`src/rtl/vdma_pkg.sv`:
```
package vdma_pkg;
  typedef enum logic [1:0] {ST_IDLE, ST_RD, ST_WR} vdma_st_t;

  localparam logic [2:0] SEL_LEN_LO  = 3'd0;
  localparam logic [2:0] SEL_LEN_HI  = 3'd1;
  localparam logic [2:0] SEL_SRC_LO  = 3'd2;
  localparam logic [2:0] SEL_SRC_MID = 3'd3;
  localparam logic [2:0] SEL_SRC_HI  = 3'd4;

  localparam logic [1:0] TGT_VRAM  = 2'd0;
  localparam logic [1:0] TGT_CRAM  = 2'd1;
  localparam logic [1:0] TGT_VSRAM = 2'd2;
endpackage

```
`src/rtl/vdma_src_addr.sv`:
```
module vdma_src_addr #(
  parameter int SRC_W = 22
) (
  input  logic             clk,
  input  logic             rst,
  input  logic             we,
  input  logic [2:0]       sel,
  input  logic [7:0]       wdata,
  input  logic             step,
  output logic [SRC_W-1:0] addr
);
  import vdma_pkg::*;
  localparam int HI_W = SRC_W - 16;

  logic [7:0]      lo_q, mid_q;
  logic [HI_W-1:0] hi_q;

  // Only the 16-bit window counts; the top field is frozen during a copy.
  always_ff @(posedge clk) begin
    if (rst) begin
      lo_q  <= '0;
      mid_q <= '0;
      hi_q  <= '0;
    end else if (step) begin
      {mid_q, lo_q} <= {mid_q, lo_q} + 16'd1;
    end else if (we) begin
      case (sel)
        SEL_SRC_LO:  lo_q  <= wdata;
        SEL_SRC_MID: mid_q <= wdata;
        SEL_SRC_HI:  hi_q  <= wdata[HI_W-1:0];
        default: ;
      endcase
    end
  end

  assign addr = {hi_q, mid_q, lo_q};
endmodule

```
`src/rtl/vdma_len_count.sv`:
```
module vdma_len_count (
  input  logic       clk,
  input  logic       rst,
  input  logic       we,
  input  logic [2:0] sel,
  input  logic [7:0] wdata,
  input  logic       step,
  output logic       last
);
  import vdma_pkg::*;

  logic [7:0] lo_q, hi_q;

  // The count itself is decremented, so it reads zero after a copy.
  always_ff @(posedge clk) begin
    if (rst) begin
      lo_q <= '0;
      hi_q <= '0;
    end else if (step) begin
      {hi_q, lo_q} <= {hi_q, lo_q} - 16'd1;
    end else if (we) begin
      case (sel)
        SEL_LEN_LO: lo_q <= wdata;
        SEL_LEN_HI: hi_q <= wdata;
        default: ;
      endcase
    end
  end

  // Zero decrements to 0xFFFF, giving 65536 words.
  assign last = ({hi_q, lo_q} == 16'd1);
endmodule

```
`src/rtl/vdma_dst_addr.sv`:
```
module vdma_dst_addr #(
  parameter int DST_W   = 16,
  parameter int INC_W   = 8,
  parameter int SMALL_W = 7
) (
  input  logic             clk,
  input  logic             rst,
  input  logic             load,
  input  logic [DST_W-1:0] load_val,
  input  logic             step,
  input  logic [INC_W-1:0] inc,
  input  logic [1:0]       tgt,
  output logic [DST_W-1:0] ptr,
  output logic [DST_W-1:0] wr_addr
);
  import vdma_pkg::*;

  logic [DST_W-1:0] small_addr;

  always_ff @(posedge clk) begin
    if (rst)       ptr <= '0;
    else if (load) ptr <= load_val;
    else if (step) ptr <= ptr + DST_W'(inc);
  end

  generate
    if (SMALL_W < DST_W) begin : g_mask
      assign small_addr = {{(DST_W-SMALL_W){1'b0}}, ptr[SMALL_W-1:0]};
    end else begin : g_full
      assign small_addr = ptr;
    end
  endgenerate

  assign wr_addr = (tgt == TGT_VRAM) ? ptr : small_addr;
endmodule

```
`src/rtl/vdma_copy_agen.sv`:
```
module vdma_copy_agen #(
  parameter int SRC_W   = 22,
  parameter int DST_W   = 16,
  parameter int DATA_W  = 16,
  parameter int INC_W   = 8,
  parameter int SMALL_W = 7
) (
  input  logic              clk,
  input  logic              rst,
  input  logic              cfg_we,
  input  logic [2:0]        cfg_sel,
  input  logic [7:0]        cfg_wdata,
  input  logic [INC_W-1:0]  auto_inc,
  input  logic              start,
  input  logic [DST_W-1:0]  start_dst,
  input  logic [1:0]        start_tgt,
  output logic              busy,
  output logic              rd_req,
  output logic [SRC_W-1:0]  rd_addr,
  input  logic              rd_valid,
  input  logic [DATA_W-1:0] rd_data,
  output logic              wr_en,
  output logic [1:0]        wr_tgt,
  output logic [DST_W-1:0]  wr_addr,
  output logic [DATA_W-1:0] wr_data,
  output logic [DST_W-1:0]  dst_addr
);
  import vdma_pkg::*;

  vdma_st_t         st_q;
  logic [1:0]       tgt_q;
  logic             last_q;
  logic             cfg_ok, start_ok, step, last;
  logic [DST_W-1:0] dst_wa;

  assign cfg_ok   = cfg_we && !busy;
  assign start_ok = start && (st_q == ST_IDLE);
  assign step     = (st_q == ST_RD) && rd_valid;

  vdma_src_addr #(.SRC_W(SRC_W)) u_src (
    .clk(clk), .rst(rst), .we(cfg_ok), .sel(cfg_sel), .wdata(cfg_wdata),
    .step(step), .addr(rd_addr)
  );

  vdma_len_count u_len (
    .clk(clk), .rst(rst), .we(cfg_ok), .sel(cfg_sel), .wdata(cfg_wdata),
    .step(step), .last(last)
  );

  vdma_dst_addr #(.DST_W(DST_W), .INC_W(INC_W), .SMALL_W(SMALL_W)) u_dst (
    .clk(clk), .rst(rst), .load(start_ok), .load_val(start_dst),
    .step(step), .inc(auto_inc), .tgt(tgt_q), .ptr(dst_addr), .wr_addr(dst_wa)
  );

  always_ff @(posedge clk) begin
    if (rst) begin
      st_q    <= ST_IDLE;
      busy    <= 1'b0;
      rd_req  <= 1'b0;
      wr_en   <= 1'b0;
      wr_tgt  <= '0;
      wr_addr <= '0;
      wr_data <= '0;
      tgt_q   <= '0;
      last_q  <= 1'b0;
    end else begin
      wr_en <= 1'b0;
      case (st_q)
        ST_IDLE: if (start_ok) begin
          st_q   <= ST_RD;
          busy   <= 1'b1;
          rd_req <= 1'b1;
          tgt_q  <= start_tgt;
        end
        ST_RD: if (rd_valid) begin
          rd_req  <= 1'b0;
          wr_en   <= 1'b1;
          wr_tgt  <= tgt_q;
          wr_addr <= dst_wa;
          wr_data <= rd_data;
          last_q  <= last;
          st_q    <= ST_WR;
        end
        ST_WR: if (last_q) begin
          st_q <= ST_IDLE;
          busy <= 1'b0;
        end else begin
          st_q   <= ST_RD;
          rd_req <= 1'b1;
        end
        default: st_q <= ST_IDLE;
      endcase
    end
  end
endmodule

```
`config.mk`:
```
export PLATFORM = sky130hd
export DESIGN_NAME = vdma_copy_agen
export DESIGN_NICKNAME = d
export VERILOG_FILES = /design/src/rtl/vdma_pkg.sv /design/src/rtl/vdma_src_addr.sv /design/src/rtl/vdma_len_count.sv /design/src/rtl/vdma_dst_addr.sv /design/src/rtl/vdma_copy_agen.sv
export SDC_FILE = /design/constraint.sdc
export NUM_CORES = 1
export LEC_CHECK = 0
export BUFFER_PORTS_ARGS = -buffer_cell sky130_fd_sc_hd__clkbuf_2
export CORE_UTILIZATION = 52
export CTS_CLUSTER_DIAMETER = 50
export DETAILED_ROUTE_END_ITERATION = 8
export PLACE_DENSITY = 0.92
export SETUP_SLACK_MARGIN = 0.5
export SLEW_MARGIN = 20
export SYNTH_ARGS = -nofsm -noshare
export SYNTH_HDL_FRONTEND = slang
export SYNTH_SLANG_ARGS = --single-unit
```
`constraint.sdc`:
```
create_clock -name clk -period 2.55 [get_ports clk]
set_clock_uncertainty 0.15 [all_clocks]
set_input_delay 0.1275 -clock clk [delete_from_list [all_inputs] [get_ports clk]]
set_output_delay 0.1275 -clock clk [all_outputs]
set_load 0.02 [all_outputs]
```
==> summary.txt, run 1 <==
Layout Cells excl Fill: 855
kind of critical path: reg2reg
Ant. Diodes: 0
Post-Route WL: 14.6 mm
Worst Hold Depth: 3
vias in the first global route: 4821
initial core utilization: 53.8%
HPWL after DPL: 9.13 mm
Die Wd: 97.2 um
Net Switching: 1100 uW
Slew headroom: 59.4%
Port Buffers: 132
library cells used by synthesis: 58
First DRT Iteration DRCs: 390
Fin Setup TNS: 0 ns
Setup violations, final: 0
CTS H-Tree Depth: 3
Pleak: 0.00258 uW
status: complete, no violations
RSZ-0062 raised after global routing: yes
CTS tree: yes
worst reg2reg startpoint: u_dst.ptr[0]$_SDFFE_PP0P_
Nets: 812
slew of the pin with the lowest slew margin: 0.607 ns
r2r endpoint: u_dst.ptr[6]$_SDFFE_PP0P_
Mapped Avg Cell Area: 8.03 sq um
Min-Delay Startpoint: cfg_wdata[0]
Post-Syn Nets: 657
Mapped Cells: 587
Final Max Tran Viols: 0
Hold EP: u_src.lo_q[0]$_SDFFE_PP0P_
sequential element share of the synthesized area: 40.8%
reg2reg setup slack: 0.40 ns
Ports: 133
Hold WC Path Type: in2reg
#FFs+latches synth: 96
worst skew pair latency: 0.37 ns
Worst EP arrival: 2.24 ns
fraction of layout cells with a size suffix above 1: 26.6%
CTS Root Cell: clkbuf_8
CP max FO: 4
core area: 8760 sq um
CTS Buffer Depth: 2
crit path time final: 2.15 ns
CP Launch Type: flop
CP endpoint kind: flop
commonest non-fill, non-tap cell in the layout: clkbuf_2
GRT Util Overall: 29.6%
commonest non-fill, non-tap cells in the layout: 131 x clkbuf_2, 92 x nand2_1, 90 x dfxtp_1, 74 x a21oi_1, 48 x nor2_1
P_int: 2440 uW
clock sink count: 96
first drt pass iteration count: 5
PwrDens: 571 nW/um^2
Die ar.: 9440 sq um
Via density: 6.14
clock group share of total power: 31.7%
Via Count: 5247
final hold vios: 0
routability cong.: 0.918
EDFF count, synth: 0
synthesized area: 4710 sq um
P&R area growth vs syn: 31.4%
detailed-route DRC error count: 0
grt ovf: 0
Worst IR Drop VDD: 0.332 mV
final period utilization: 84.2%
sequential power share: 47.0%
Max Clk Rate: 466 MHz
placed cells: 793
net switching fraction of the power: 31.0%
FP Rows: 34
largest net degree at the start of global routing: 89
die height: 97.2 um
Filler cells: 655
combinational power share: 21.2%
TritonCTS Buffers: 9
ys async rst share: 0%
Critical Path RT: 2.65 ns
initial antenna violation count: 0
Post-DRT Antenna Nets: 0
Clock transition at path regs: 0.10 ns
max_cap viols: 0
routed wire length per instance: 17.1 um
worst reg2reg path depth: 7
Synth Flop Type: dfxtp_1
Synth warnings: 0
first-pass GRT wire length: 22.7 mm
[worst max-delay path, cell delays in order (launching register included)]
cell,delay [ns]
dfxtp_4,0.38
ha_4,0.18
fa_2,0.44
a211oi_4,0.34
nor2_2,0.08
nor2_1,0.15
mux2i_1,0.21
a31oi_1,0.09
[layout make-up]
type / count / area (sq um) / share of cell area, %
clock buffers: 10 / 128 / 2.06
well taps: 108 / 135 / 2.18
clock inverters: 6 / 91.3 / 1.48
inverters: 8 / 30.0 / 0.485
flip-flops and latches: 96 / 1940 / 31.3
repair buffers: 185 / 1170 / 18.9
multi-input cells: 442 / 2700 / 43.6
[power groups by stage]
stage	Clock (uW)	Sequential (uW)	Combinational (uW)
floorplan	0	1720	388
global placement	0	1680	592
detailed placement	0	1680	614
CTS	1130	1650	688
global route	1180	1670	808
finish	1120	1660	750
[how the worst max path moves through the flow]
stage / start / to
2_1_floorplan: u_dst.ptr[0]$_SDFFE_PP0P_ / u_dst.ptr[12]$_SDFFE_PP0P_
3_3_place_gp: u_dst.ptr[0]$_SDFFE_PP0P_ / u_dst.ptr[12]$_SDFFE_PP0P_
3_5_place_dp: u_dst.ptr[0]$_SDFFE_PP0P_ / u_dst.ptr[12]$_SDFFE_PP0P_
4_1_cts: u_dst.ptr[0]$_SDFFE_PP0P_ / u_dst.ptr[14]$_SDFFE_PP0P_
5_1_grt: u_dst.ptr[0]$_SDFFE_PP0P_ / u_dst.ptr[6]$_SDFFE_PP0P_
6_report: u_dst.ptr[0]$_SDFFE_PP0P_ / u_dst.ptr[6]$_SDFFE_PP0P_
[per-layer routing]
| layer | GRT usage (%) | routed length [um] | up-vias |
|---|---|---|---|
| li1 | - | - | 2433 |
| met1 | 34.5 | 5710 | 2481 |
| met2 | 51.8 | 7370 | 278 |
| met3 | 4.32 | 973 | 55 |
| met4 | 16.4 | 591 | 0 |
| met5 | 0 | 0 | - |
[per-stage QoR]
stage	util [%]	instance area [sq um]	power (uW)	worst slack [ns]	hold WS, ns
final	70.6	6190	3540	0.403	0.0227
after global routing	70.6	6190	3660	0.350	0.0116
after CTS	69.3	6070	3470	0.446	0.000780
after detailed placement	61.2	5360	2300	0.316	0.207
after global placement	61.2	5360	2270	0.387	0.202
after floorplan	-	4710	2100	0.531	0.113
[what timing repair did]
item / 4_1_cts / 5_1_grt
hold endpoints to repair: 54 / 0
hold buffers: 40 / 0
setup endpoints to repair: 25 / 20
gates resized for setup: 19 / 24
gates cloned: 1 / 0
buffers inserted: 2 / 3
pin swaps: 4 / 16
[sequential cells by signal (all words and copies together), names as in the netlist, 2 cells and up]
name	flops
st_q	2
u_src.hi_q	6
wr_addr	16
u_dst.ptr	16
wr_data	16
u_src.mid_q	8
u_len.hi_q	8
wr_tgt	2
u_len.lo_q	8
u_src.lo_q	8
tgt_q	2
[cell families (layout without fill, tap and decap cells)]
group	count (synthesis)	after routing	share of synthesized area, %
mux	12	12	2.60
buf+inv	50	209	5.39
flops	96	96	40.8
fa+ha+maj	12	12	3.35
xor+xnor	7	7	1.30
simple gates	242	243	24.9
compound gates	168	168	21.7
[Yosys cell counts (3+ instances only)]
cell type,instances,area [sq um]
nand2_1,92,345
a211oi_1,9,67.6
mux2i_1,10,100
nand4_1,4,25.0
buf_6,3,33.8
clkbuf_1,17,63.8
and3_1,10,62.6
dfxtp_1,96,1920
nor4_1,9,56.3
nand2b_1,6,37.5
nand3_1,21,105
a22oi_1,6,45.0
o211ai_1,8,60.1
buf_4,7,52.6
a21oi_1,76,380
nor3_1,21,105
xor2_1,7,61.3
buf_1,4,15.0
a31oi_1,13,81.3
o311ai_0,3,26.3
o21ai_0,26,130
ha_1,11,138
buf_2,10,50.1
a311oi_1,3,26.3
and4_1,5,43.8
inv_1,8,30.0
a2111oi_0,4,35.0
or3_1,6,37.5
nor3b_1,5,37.5
nor2_1,50,188
No activity file was read; power rests on OpenSTA's default activity.
==> inputs of run 2 (changes only) <==
CORE_UTILIZATION = 47   (was 52)
PLACE_DENSITY = 0.88   (was 0.92)
clock period = 1.92 ns   (was 2.55 ns; I/O delays follow)
==> summary.txt, run 2 (same netlist as run 1, synthesis figures left out) <==
clock sink count: 96
slew of the pin with the lowest slew margin: 0.589 ns
routability cong.: 0.943
CTS Buffer Depth: 2
Via density: 6.43
Ports: 133
vias in the first global route: 5537
Post-Place Worst Slack: -0.0728 ns
fraction of layout cells with a size suffix above 1: 49.5%
Largest regs: u_dst.ptr x16, wr_addr x16, wr_data x16
first drt pass iteration count: 8
commonest non-fill, non-tap cells in the layout: 131 x clkbuf_2, 78 x dfxtp_1, 65 x nand2_1, 62 x a21oi_1, 47 x buf_4
PwrDens: 647 nW/um^2
Die Wd: 102 um
Max Clk Rate: 465 MHz
Slew headroom: 59.7%
CP max FO: 4
FP Rows: 36
initial core utilization: 48.4%
die height: 102 um
first-pass GRT wire length: 26.9 mm
largest net degree at the start of global routing: 89
failing checks: setup timing
final period utilization: 112%
Hold WC Path Type: in2reg
First DRT Iteration DRCs: 735
CP Launch Type: flop
max_cap viols: 0
CP endpoint kind: flop
Post-Route WL: 21.6 mm
CTS H-Tree Depth: 3
Ant. Diodes: 0
TritonCTS Buffers: 9
Worst EP arrival: 2.27 ns
commonest non-fill, non-tap cell in the layout: clkbuf_2
status: finished, violations left
Post-DRT Antenna Nets: 0
Final Max Tran Viols: 0
slowest cell delay on critical path: 0.41 ns
Port Buffers: 132
detailed-route DRC error count: 0
kind of critical path: reg2reg
GRT Util Overall: 33.2%
Die ar.: 10400 sq um
Via Count: 6171
routed wire length per instance: 22.5 um
initial antenna violation count: 0
crit path max-delay cell type: fa_2
Setup violations, final: 16
HPWL after DPL: 10.2 mm
core area: 9730 sq um
P&R area growth vs syn: 67.7%
Critical Path RT: 2.04 ns
final worst setup slack: -0.229 ns
Filler cells: 483
worst skew pair latency: 0.38 ns
CTS tree: yes
Clock transition at path regs: 0.09 ns
grt ovf: 0
final hold vios: 0
Worst IR Drop VDD: 0.488 mV
Nets: 893
crit path time final: 2.15 ns
RSZ-0062 raised after global routing: yes
CP Cell Sequence: ha_4 > fa_2 > a211oi_4 > o21ai_2 > and4b_1 > o21ai_1 > nand2_1
Pleak: 0.00318 uW
CTS Root Cell: clkbuf_8
Fin Setup TNS: -1.85 ns
==> run 2: changes by cell type in the layout (fill, tap and decap cells not counted), sizes merged <==
cell         change
inv              -2
nand3b           -1
buf             +79
clkinv           -1
dlygate4sd3      +1
bufinv           -2
clkbuf           +6
==> run 2: metal layers <==
| metal | vias up | part of all wire [%] | track usage (%) |
|---|---|---|---|
| li1 | 2593 | - | - |
| met1 | 2851 | 36 | 38.9 |
| met2 | 552 | 47 | 57.2 |
| met3 | 175 | 11 | 6.29 |
| met4 | 0 | 7.0 | 18.0 |
| met5 | - | 0 | 0 |
==> run 2: worst paths after layout <==
| path | startpoint | end | slack [ns] | cells after the start |
|---|---|---|---|---|
| hold reg to reg | wr_addr[1]$_SDFFE_PP0P_ | wr_addr[1]$_SDFFE_PP0P_ | 0.31 | 2 |
| setup / recovery | u_dst.ptr[0]$_SDFFE_PP0P_ | u_dst.ptr[12]$_SDFFE_PP0P_ | -0.23 | 7 |
| setup reg to reg | u_dst.ptr[0]$_SDFFE_PP0P_ | u_dst.ptr[12]$_SDFFE_PP0P_ | -0.23 | 7 |
| hold / removal | cfg_wdata[2] | u_src.mid_q[2]$_SDFFE_PP0P_ | 0.03 | 3 |
==> run 2: stage by stage <==
stage | total power [uW] | util [%] | hold slack, ns | instances | cell area (sq um)
global route | 5240 | 81.2 | 0.0698 | 960 | 7900
CTS | 4710 | 75.2 | 0.0180 | 933 | 7320
global placement | 3240 | 61.9 | 0.170 | 851 | 6020
floorplan | 2950 | - | 0.0745 | 587 | 5230
detailed placement | 3280 | 61.9 | 0.176 | 851 | 6020
finish | 5110 | 81.2 | 0.0302 | 960 | 7900
==> run 2: cell type report <==
type                            instances  area [sq um]  share of cell area [%]
Clock inverter                          1          5.00                  0.0634
Clock buffer                           14           153                    1.93
Timing Repair Buffer                  267          2090                    26.4
Inverter                                8          30.0                   0.380
Multi-Input combinational cell        441          3490                    44.2
Sequential cell                        96          1970                    24.9
Tap cell                              133           166                    2.11
==> run 2: critical path, delay by kind of cell (launching register included) <==
kind            cells  cell delay [ns]
fa+ha+maj           2             0.58
flops               1             0.37
simple gates        2             0.31
compound gates      3             0.63
==> run 2: what timing repair did <==
action,CTS,global route
endpoints found under the setup margin,88,93
hold buffers,41,0
gates cloned,1,3
hold endpoints to repair,61,0
resized for setup,123,67
pin swaps,56,52
setup buffers,25,24
==> run 2: power breakdown <==
group / internal [uW] / total, uW / switching, uW
clock: 502 / 1220 / 719
combinational: 744 / 1650 / 911
sequential: 2090 / 2240 / 146
total: 3340 / 5110 / 1780
